==> src/rtl/flk_pkg.sv <==
package flk_pkg;

  typedef enum logic [1:0] {
    ST_SEARCH  = 2'd0,
    ST_ONE_HIT = 2'd1,
    ST_TRACK   = 2'd2
  } flk_state_e;

  // Rate factor: expected edges per 64 reference cycles
  function automatic logic [31:0] rate_factor(input logic [2:0] code);
    case (code)
      3'd0:    return 32'd10;
      3'd1:    return 32'd12;
      3'd2:    return 32'd16;
      3'd3:    return 32'd20;
      3'd4:    return 32'd24;
      3'd5:    return 32'd28;
      default: return 32'd0;
    endcase
  endfunction

  function automatic logic [31:0] expected_edges(input logic [2:0] code,
                                                 input int unsigned win_log2);
    return rate_factor(code) << (win_log2 - 6);
  endfunction

  function automatic logic [31:0] abs_gap(input logic [31:0] a, input logic [31:0] b);
    return (a > b) ? (a - b) : (b - a);
  endfunction

  // gap/expv <= 1/scale, evaluated without division
  function automatic logic inside_band(input logic [31:0] gap, input logic [31:0] expv,
                                       input logic [31:0] scale);
    return (expv != 32'd0) && ((gap * scale) <= expv);
  endfunction

endpackage

==> src/rtl/flk_edge_sync.sv <==
module flk_edge_sync #(
  parameter int unsigned STAGES = 2
) (
  input  logic clk,
  input  logic rst_n,
  input  logic async_in,
  output logic edge_pulse
);
  logic [STAGES:0] pipe;

  always_ff @(posedge clk or negedge rst_n) begin
    if (!rst_n) pipe <= '0;
    else        pipe <= {pipe[STAGES-1:0], async_in};
  end

  assign edge_pulse = pipe[STAGES-1] & ~pipe[STAGES];


  single_edge_chk: assert property (@(posedge clk) disable iff (!rst_n)
    edge_pulse |=> !edge_pulse);

endmodule

==> src/rtl/flk_window.sv <==
module flk_window #(
  parameter int unsigned WIN_LOG2 = 12,
  localparam int unsigned MEAS_W = WIN_LOG2 + 1
) (
  input  logic              clk,
  input  logic              rst_n,
  input  logic              restart,
  input  logic              edge_pulse,
  output logic              win_done,
  output logic [MEAS_W-1:0] meas
);
  logic [WIN_LOG2-1:0] wcnt;
  logic [WIN_LOG2-1:0] ecnt;

  assign win_done = (wcnt == {WIN_LOG2{1'b1}}) && !restart;
  assign meas     = {1'b0, ecnt} + MEAS_W'(edge_pulse);

  always_ff @(posedge clk or negedge rst_n) begin
    if (!rst_n) begin
      wcnt <= '0;
      ecnt <= '0;
    end else if (restart) begin
      wcnt <= '0;
      ecnt <= '0;
    end else begin
      wcnt <= wcnt + 1'b1;
      if (win_done) ecnt <= '0;
      else if (edge_pulse) ecnt <= ecnt + 1'b1;
    end
  end


  restart_gap_chk: assert property (@(posedge clk) disable iff (!rst_n)
    restart |=> !win_done);


  win_spacing_chk: assert property (@(posedge clk) disable iff (!rst_n)
    win_done |=> !win_done);

endmodule

==> src/rtl/flk_lock_fsm.sv <==
module flk_lock_fsm #(
  parameter int unsigned WIN_LOG2 = 12,
  localparam int unsigned MEAS_W = WIN_LOG2 + 1
) (
  input  logic              clk,
  input  logic              rst_n,
  input  logic              restart,
  input  logic              win_done,
  input  logic [MEAS_W-1:0] meas,
  input  logic [2:0]        rate_q,
  output logic              locked,
  output logic              tracking
);
  import flk_pkg::*;

  flk_state_e  state, state_nx;
  logic [31:0] exp_cnt, gap;
  logic        in_tight, out_wide;

  assign exp_cnt  = expected_edges(rate_q, WIN_LOG2);
  assign gap      = abs_gap(32'(meas), exp_cnt);
  assign in_tight = inside_band(gap, exp_cnt, 32'd100);
  assign out_wide = !inside_band(gap, exp_cnt, 32'd50);

  always_comb begin
    state_nx = state;
    if (restart) begin
      state_nx = ST_SEARCH;
    end else if (win_done) begin
      case (state)
        ST_SEARCH:  state_nx = in_tight ? ST_ONE_HIT : ST_SEARCH;
        ST_ONE_HIT: state_nx = in_tight ? ST_TRACK   : ST_SEARCH;
        ST_TRACK:   state_nx = out_wide ? ST_SEARCH  : ST_TRACK;
        default:    state_nx = ST_SEARCH;
      endcase
    end
  end

  always_ff @(posedge clk or negedge rst_n) begin
    if (!rst_n) state <= ST_SEARCH;
    else        state <= state_nx;
  end

  assign locked   = (state == ST_TRACK);
  assign tracking = (state == ST_TRACK);


  rise_at_window_chk: assert property (@(posedge clk) disable iff (!rst_n)
    $rose(locked) |-> $past(win_done) && $past(in_tight));


  two_hits_chk: assert property (@(posedge clk) disable iff (!rst_n)
    $rose(locked) |-> $past(state) == ST_ONE_HIT);


  drop_cause_chk: assert property (@(posedge clk) disable iff (!rst_n)
    $fell(locked) |-> $past(restart) || ($past(win_done) && $past(out_wide)));


  restart_clear_chk: assert property (@(posedge clk) disable iff (!rst_n)
    restart |=> !locked && !tracking);


  bad_code_chk: assert property (@(posedge clk) disable iff (!rst_n)
    (rate_q > 3'd5) |-> !locked);

endmodule

==> src/rtl/freq_lock_det.sv <==
module freq_lock_det #(
  parameter int unsigned WIN_LOG2    = 12,
  parameter int unsigned SYNC_STAGES = 2,
  localparam int unsigned MEAS_W = WIN_LOG2 + 1
) (
  input  logic       ref_clk,
  input  logic       rst_n,
  input  logic       vco_div,
  input  logic [2:0] rate_sel,
  output logic       locked,
  output logic       tracking
);
  logic [2:0]        rate_q;
  logic              restart;
  logic              edge_pulse;
  logic              win_done;
  logic [MEAS_W-1:0] meas;

  assign restart = (rate_sel != rate_q);

  always_ff @(posedge ref_clk or negedge rst_n) begin
    if (!rst_n) rate_q <= 3'd0;
    else        rate_q <= rate_sel;
  end

  flk_edge_sync #(.STAGES(SYNC_STAGES)) u_sync (
    .clk(ref_clk), .rst_n(rst_n), .async_in(vco_div), .edge_pulse(edge_pulse)
  );

  flk_window #(.WIN_LOG2(WIN_LOG2)) u_win (
    .clk(ref_clk), .rst_n(rst_n), .restart(restart), .edge_pulse(edge_pulse),
    .win_done(win_done), .meas(meas)
  );

  flk_lock_fsm #(.WIN_LOG2(WIN_LOG2)) u_fsm (
    .clk(ref_clk), .rst_n(rst_n), .restart(restart), .win_done(win_done),
    .meas(meas), .rate_q(rate_q), .locked(locked), .tracking(tracking)
  );


  reset_flags_chk: assert property (@(posedge ref_clk)
    !rst_n |=> !locked && !tracking);

endmodule

==> config.mk <==
export PLATFORM = sky130hd
export DESIGN_NAME = freq_lock_det
export DESIGN_NICKNAME = d
export VERILOG_FILES = /design/src/rtl/flk_pkg.sv /design/src/rtl/flk_edge_sync.sv /design/src/rtl/flk_window.sv /design/src/rtl/flk_lock_fsm.sv /design/src/rtl/freq_lock_det.sv
export SDC_FILE = /design/constraint.sdc
export NUM_CORES = 1
export LEC_CHECK = 0
export ABC_AREA = 1
export BUFFER_PORTS_ARGS = -buffer_cell sky130_fd_sc_hd__buf_2
export CAP_MARGIN = 5
export CORE_UTILIZATION = 24
export DETAILED_ROUTE_END_ITERATION = 12
export GPL_ROUTABILITY_DRIVEN = 0
export GPL_TIMING_DRIVEN = 0
export PLACE_DENSITY = 0.44
export SLEW_MARGIN = 0
export SYNTH_ARGS = -nofsm -noshare
export SYNTH_HDL_FRONTEND = slang
export SYNTH_SLANG_ARGS = --single-unit
==> constraint.sdc <==
create_clock -name ref_clk -period 6.6 [get_ports ref_clk]
set_input_delay 1.32 -clock ref_clk [delete_from_list [all_inputs] [get_ports ref_clk]]
set_output_delay 1.32 -clock ref_clk [all_outputs]
set_load 0.05 [all_outputs]
==> flow_metrics.py, run 1 <==
metrics = {
    "floorplan": {
        "core_sq_um": 16800,
        "rows": 47,
        "ios": 8,
        "dieArea_sq_um": 17900,
        "start_util_pct": 24.9,
        "die_w_um": 134,
        "dieHeight_um": 134,
    },
    "global_route": {
        "grt_pass1_wl_mm": 16.3,
        "grt_max_degree": 33,
        "grt_overflow": 0,
        "antenna_found_initial": 0,
        "grt_pass1_vias": 3588,
        "grt_usage_pct": 11.1,
    },
    "clock_network": {
        "cts_buffers": 5,
        "clock_latency_ps": 280,
        "clock-root-buffer": "clkbuf_16",
        "h-tree-depth": 2,
        "hold_buffers": 0,
        "clockBufferDepth": 2,
        "clkTransAtPathRegs_ps": 50,
        "cts_tree": "done",
        "cts.sinks": 32,
    },
    "routing": {
        "drcViolationCount": 0,
        "route.vias.total": 3526,
        "drtAntennaViolNets": 0,
        "route.met3.wl_um": 157,
        "avgRoutedWirePerCell_um": 11.4,
        "via_per_inst": 4.36,
        "drtPass1Iterations": 4,
        "wl_mm": 9.25,
        "wl_met2_mm": 4.32,
        "drt-initial-drc-count": 96,
        "top_layer": "met4",
        "wl_met1_mm": 4.60,
    },
    "run_status": {
        "outcome": "finished, final reports clean",
    },
    "setup_path": {
        "critPathSlowestCell": "fa_1",
        "critPathArrivalTime_ps": 6310,
        "worstReg2RegEnd": "u_fsm.state[1]",
        "critical_path.max_stage_delay_ps": 490,
        "rrSetupSlack_ps": 510,
        "required_ps": 6820,
        "crit_fanout": 10,
        "worst_setup_path_end_kind": "register",
        "cpMostUsedCell": "nand2_1",
        "worstSetupStartpointType": "register",
        "worstRegToRegCells": 34,
        "r2r-start": "u_sync.pipe[1]",
        "crit_type": "reg2reg",
    },
    "logic_synthesis": {
        "synthCells": 572,
        "synth_top_area_share_pct": 19.2,
        "synth_edf_count": 0,
        "async_flop_share_pct": 100,
        "syn-num-nets": 657,
        "yosys_register_bits": 32,
        "ys_warn_count": 0,
        "yosys.cell_types.count": 38,
        "syn_avg_cell_area_sq_um": 7.30,
        "synth_top_area_cell": "dfrtp_1",
        "synth_top_flop_cell": "dfrtp_1",
        "syn-cell-area_sq_um": 4180,
        "synth_area_leaders": "dfrtp_1 19%, ha_1 19%, nand2_1 8.9%",
        "yosysSeqAreaShare_pct": 19.2,
    },
    "final_layout": {
        "layout.nets": 673,
        "final_common_cell": "nand2_1",
        "fin_area_sq_um": 4720,
        "insertedDiodeCount": 0,
        "final_cell_mix": "98 x nand2_1, 90 x inv_1, 68 x nor2_1",
        "area_growth_pct": 13.0,
        "drive_gt1_share_pct": 10.4,
        "fin_util_pct": 28.2,
    },
    "sta": {
        "fin_crit_sh_pct": 92.3,
        "hold_viol_final": 0,
        "rsz0062_at_grt": "false",
        "setup_tns_ps": 0,
        "drv_slew": 0,
        "setup_viol": 0,
        "period_minus_slack_ps": 6090,
        "hold_slack_ps": 341,
        "tightest_slew_ps": 699,
        "skew_ps": 5.31,
        "fmax_mhz": 164,
        "relSlewSlack_pct": 53.4,
    },
    "pwr": {
        "fin_total_pwr_uw": 1210,
        "p_leak_uw": 0.00236,
        "irDropWorstVdd_uv": 177,
        "powerDensity_nw_per_um2": 256,
    },
    "worst_hold_path": {
        "min_path_type": "reg2reg",
        "hold_start": "u_sync.pipe[0]",
        "min_path_cells": 0,
        "min_to": "u_sync.pipe[1]",
    },
    "place": {
        "dp_hpwl_mm": 7.96,
        "portBuffers": 7,
        "placed_area_sq_um": 4490,
    },
    "run": {
        "maxCapViolCount": 0,
    },
}
-- sequential cells by signal, indices dropped and copies added (netlist names) --
signal and flops:
u_fsm.state 2, rate_q 3, u_win.wcnt 12, u_win.ecnt 12
u_sync.pipe 3
-- per-layer routing --
| metal | GRT usage, % | up-vias |
|---|---|---|
| li1 | - | 1859 |
| met1 | 14.7 | 1620 |
| met2 | 18.8 | 30 |
| met3 | 1.21 | 17 |
| met4 | 3.66 | 0 |
| met5 | 0 | - |
-- worst max path at each step --
stage                         startpoint        endpoint  depth (start not counted)
after floorplan           u_sync.pipe[2]  u_fsm.state[0]                         37
after global placement    u_sync.pipe[2]  u_fsm.state[0]                         37
after detailed placement  u_sync.pipe[1]  u_fsm.state[0]                         38
after CTS                 u_sync.pipe[1]  u_fsm.state[0]                         38
after global routing      u_sync.pipe[1]  u_fsm.state[1]                         35
final                     u_sync.pipe[1]  u_fsm.state[1]                         34
-- what timing repair did --
action / CTS / global route
hold endpoints to repair: 0 / 0
pin swaps: 0 / 2
gates resized for setup: 5 / 12
setup endpoints to repair: 2 / 2
setup buffers: 0 / 2
-- critical path, delay by kind of cell, from the launching register on --
| family | cells | cell delay [ps] |
|---|---|---|
| AO/OA/AOI/OAI | 3 | 410 |
| XOR/XNOR | 3 | 590 |
| buffers and inverters | 5 | 500 |
| flip-flops | 1 | 350 |
| AND/OR/NAND/NOR | 15 | 1720 |
| adder cells (fa/ha/maj) | 8 | 2440 |
-- power breakdown --
part | switching (uW) | internal, uW | total (uW) | leakage (uW)
combinational | 479 | 315 | 794 | 0.00186
sequential | 2.66 | 199 | 202 | 0.000433
clock | 77.7 | 137 | 214 | 0.0000667
-- cells in the mapped netlist, types with 3 or more instances --
cell type	instances
nand2_1	99
inv_1	90
nor2_1	70
ha_1	64
nand3_1	42
dfrtp_1	32
a21oi_1	30
o21ai_0	25
xor2_1	22
fa_1	15
xnor2_1	14
nand4_1	9
nor3_1	7
inv_2	6
nand2_2	6
nand2_4	4
or2_2	4
nor2_2	3
-- cell families (layout without fill, tap and decap cells) --
family | Yosys count | in the layout | synth area share, %
AOI/OAI and AO/OA | 64 | 64 | 8.33
DFF | 32 | 32 | 19.2
buffers and inverters | 102 | 118 | 9.65
and+or+nand+nor | 257 | 257 | 28.2
xor gates and xnor gates | 38 | 38 | 8.33
adders and majority gates | 79 | 79 | 26.4
-- area by class of cell --
type	count	area [sq um]
inverters	98	373
multi-input cells	438	3060
clock buffers	6	129
clock inverters	1	5.00
fillers	1836	12000
well taps	220	275
plain buffers	4	30.0
repair buffers	9	50.0
flip-flops and latches	32	801
-- metrics by stage --
stage	std cells	setup slack [ps]
3_3_place_gp	799	-357
4_1_cts	806	2.73
3_5_place_dp	799	-383
5_1_grt	808	15.3
2_1_floorplan	572	609
6_report	808	507
Power figures use the tool's default switching activity.
==> inputs of run 2 (changes only) <==
Settings changed: PLACE_DENSITY 0.44 to 0.45.
Clock period 6.6 ns to 5.1 ns, I/O delays scaled along.
==> run 2 against run 1 <==
  * Maximum frequency is 8.7% higher
  * Non-clock buffer count up 26
  * Global-route usage is 0.74 points higher
  * Worst hold slack better by 6.8 ps
  * Register-to-register slack worse by 1000 ps
  * Die area stayed put
  * Via count grew 4.3%
  * Utilization grew 4.2 points
  * Routed wire length is 9.6% higher
  * Combinational power is 64% higher
  * The run now ends with setup timing left
  * Sequential cell count stayed put
  * Highest routed layer unchanged
==> flow_metrics.py, run 2 (synthesized netlist as in run 1, its figures left out) <==
metrics = {
    "floorplan": {
        "ios": 8,
        "rows": 47,
        "die_w_um": 134,
        "dieArea_sq_um": 17900,
        "start_util_pct": 24.9,
        "core_sq_um": 16800,
        "dieHeight_um": 134,
    },
    "final_layout": {
        "insertedDiodeCount": 0,
        "fin_util_pct": 32.4,
        "final_cell_mix": "90 x nand2_1, 81 x inv_1, 64 x nor2_1",
        "layout.nets": 699,
        "drive_gt1_share_pct": 25.7,
        "final_common_cell": "nand2_1",
        "largestRegisters": "u_win.ecnt (12), u_win.wcnt (12)",
        "area_growth_pct": 29.9,
    },
    "pwr": {
        "p_comb_share_pct": 69.6,
        "powerDensity_nw_per_um2": 343,
        "p_leak_uw": 0.00253,
        "internal_power_uw": 1040,
        "power_frac_clock_pct": 16.3,
        "seqPwrFrac_pct": 14.0,
        "netSwitchingFraction_pct": 44.1,
        "p_sw_uw": 823,
        "irDropWorstVdd_uv": 235,
    },
    "setup_path": {
        "crit_type": "reg2reg",
        "cpMostUsedCell": "ha_4",
        "required_ps": 5320,
        "critPathArrivalTime_ps": 5830,
        "critPathSlowestCell": "fa_1",
        "critical_path.max_stage_delay_ps": 550,
        "crit_fanout": 6,
        "worstSetupStartpointType": "register",
        "worst_setup_path_end_kind": "register",
    },
    "routing": {
        "via_per_inst": 4.41,
        "drtPass1Iterations": 4,
        "drtAntennaViolNets": 0,
        "wl_mm": 10.1,
        "route.vias.total": 3679,
        "drcViolationCount": 0,
        "drt-initial-drc-count": 112,
        "avgRoutedWirePerCell_um": 12.1,
    },
    "sta": {
        "relSlewSlack_pct": 41.9,
        "rsz0062_at_grt": "true",
        "hold_viol_final": 0,
        "hold_slack_ps": 348,
        "skew_ps": 8.88,
        "drv_slew": 0,
        "tightest_slew_ps": 864,
        "fmax_mhz": 178,
        "setup_viol": 2,
        "finalWorstSetupSlack_ps": -505,
        "period_minus_slack_ps": 5600,
        "setup_tns_ps": -965,
        "fin_crit_sh_pct": 110,
    },
    "global_route": {
        "grt_pass1_vias": 3697,
        "antenna_found_initial": 0,
        "grt_usage_pct": 11.9,
        "grt_pass1_wl_mm": 17.2,
        "grt_max_degree": 33,
        "grt_overflow": 0,
    },
    "run": {
        "maxCapViolCount": 0,
    },
    "clock_network": {
        "cts_buffers": 5,
        "cts.sinks": 32,
        "hold_buffers": 0,
        "clock-root-buffer": "clkbuf_16",
        "h-tree-depth": 2,
        "clockBufferDepth": 2,
        "cts_tree": "done",
        "clkTransAtPathRegs_ps": 50,
        "clock_latency_ps": 280,
    },
    "worst_hold_path": {
        "min_path_type": "reg2reg",
    },
    "place": {
        "portBuffers": 7,
        "dp_hpwl_mm": 8.06,
    },
    "run_status": {
        "violations": "setup timing",
        "outcome": "finished, violations left",
    },
}
run 2: cell count changes in the layout (fill, tap and decap cells not counted), moves of 6 or more:
cell	change
ha_1	-20
a21oi_1	-10
ha_4	+16
a21oi_2	+10
nand2_2	+6
xor2_1	-6
nand3_1	-7
inv_1	-9
nand2_1	-8
buf_4	+24
inv_2	+9
run 2: per-layer routing:
metal	track usage, %	wire length [um]
met5	0	0
met4	4.48	208
met3	1.06	133
met2	20.6	4950
met1	15.2	4850
run 2: metrics by stage:
stage	area [sq um]	total power, uW	setup slack (ps)	instances
after floorplan	4310	1100	-257	572
after global placement	4620	1310	-1040	799
after detailed placement	4620	1320	-1010	799
after CTS	5180	1830	-490	828
after global routing	5420	2050	-868	834
final	5420	1860	-505	834
run 2: final cells by class:
cell class | count | area [sq um]
plain buffers | 4 | 30.0
clock buffers | 7 | 153
fillers | 1785 | 11300
inverters | 98 | 380
multi-input cells | 438 | 3520
flip-flops and latches | 32 | 805
well taps | 220 | 275
repair buffers | 35 | 262
run 2: timing repair:
action | in CTS | in global routing
endpoints found under the setup margin | 2 | 2
gates resized for setup | 47 | 37
setup buffers | 22 | 6
pin swaps | 28 | 36
run 2: critical path: cells and delay by family (launching register included):
kind            cells  cell delay, ps
buf+inv             7             630
xor+xnor            2             350
simple gates       16            1460
compound gates      5             590
fa+ha+maj           8            2150
flops               1             350
run 2: worst paths after layout:
path                           startpoint              to  slack, ps  depth (start not counted)
hold reg to reg            u_sync.pipe[0]  u_sync.pipe[1]        350                          0
hold / removal             u_sync.pipe[0]  u_sync.pipe[1]        350                          0
min in group asynchronous           rst_n   u_win.wcnt[2]        790                          1
setup reg to reg           u_sync.pipe[1]  u_fsm.state[0]       -500                         38
setup / recovery           u_sync.pipe[1]  u_fsm.state[0]       -500                         38
max in group asynchronous           rst_n   u_win.ecnt[8]       3820                          1
run 2: power groups by stage:
stage          registers, uW  logic [uW]  clock network [uW]
5_1_grt                  262        1470                 325
3_3_place_gp             265        1040                   0
2_1_floorplan            265         836                   0
3_5_place_dp             266        1050                   0
6_report                 261        1300                 305
4_1_cts                  261        1250                 317
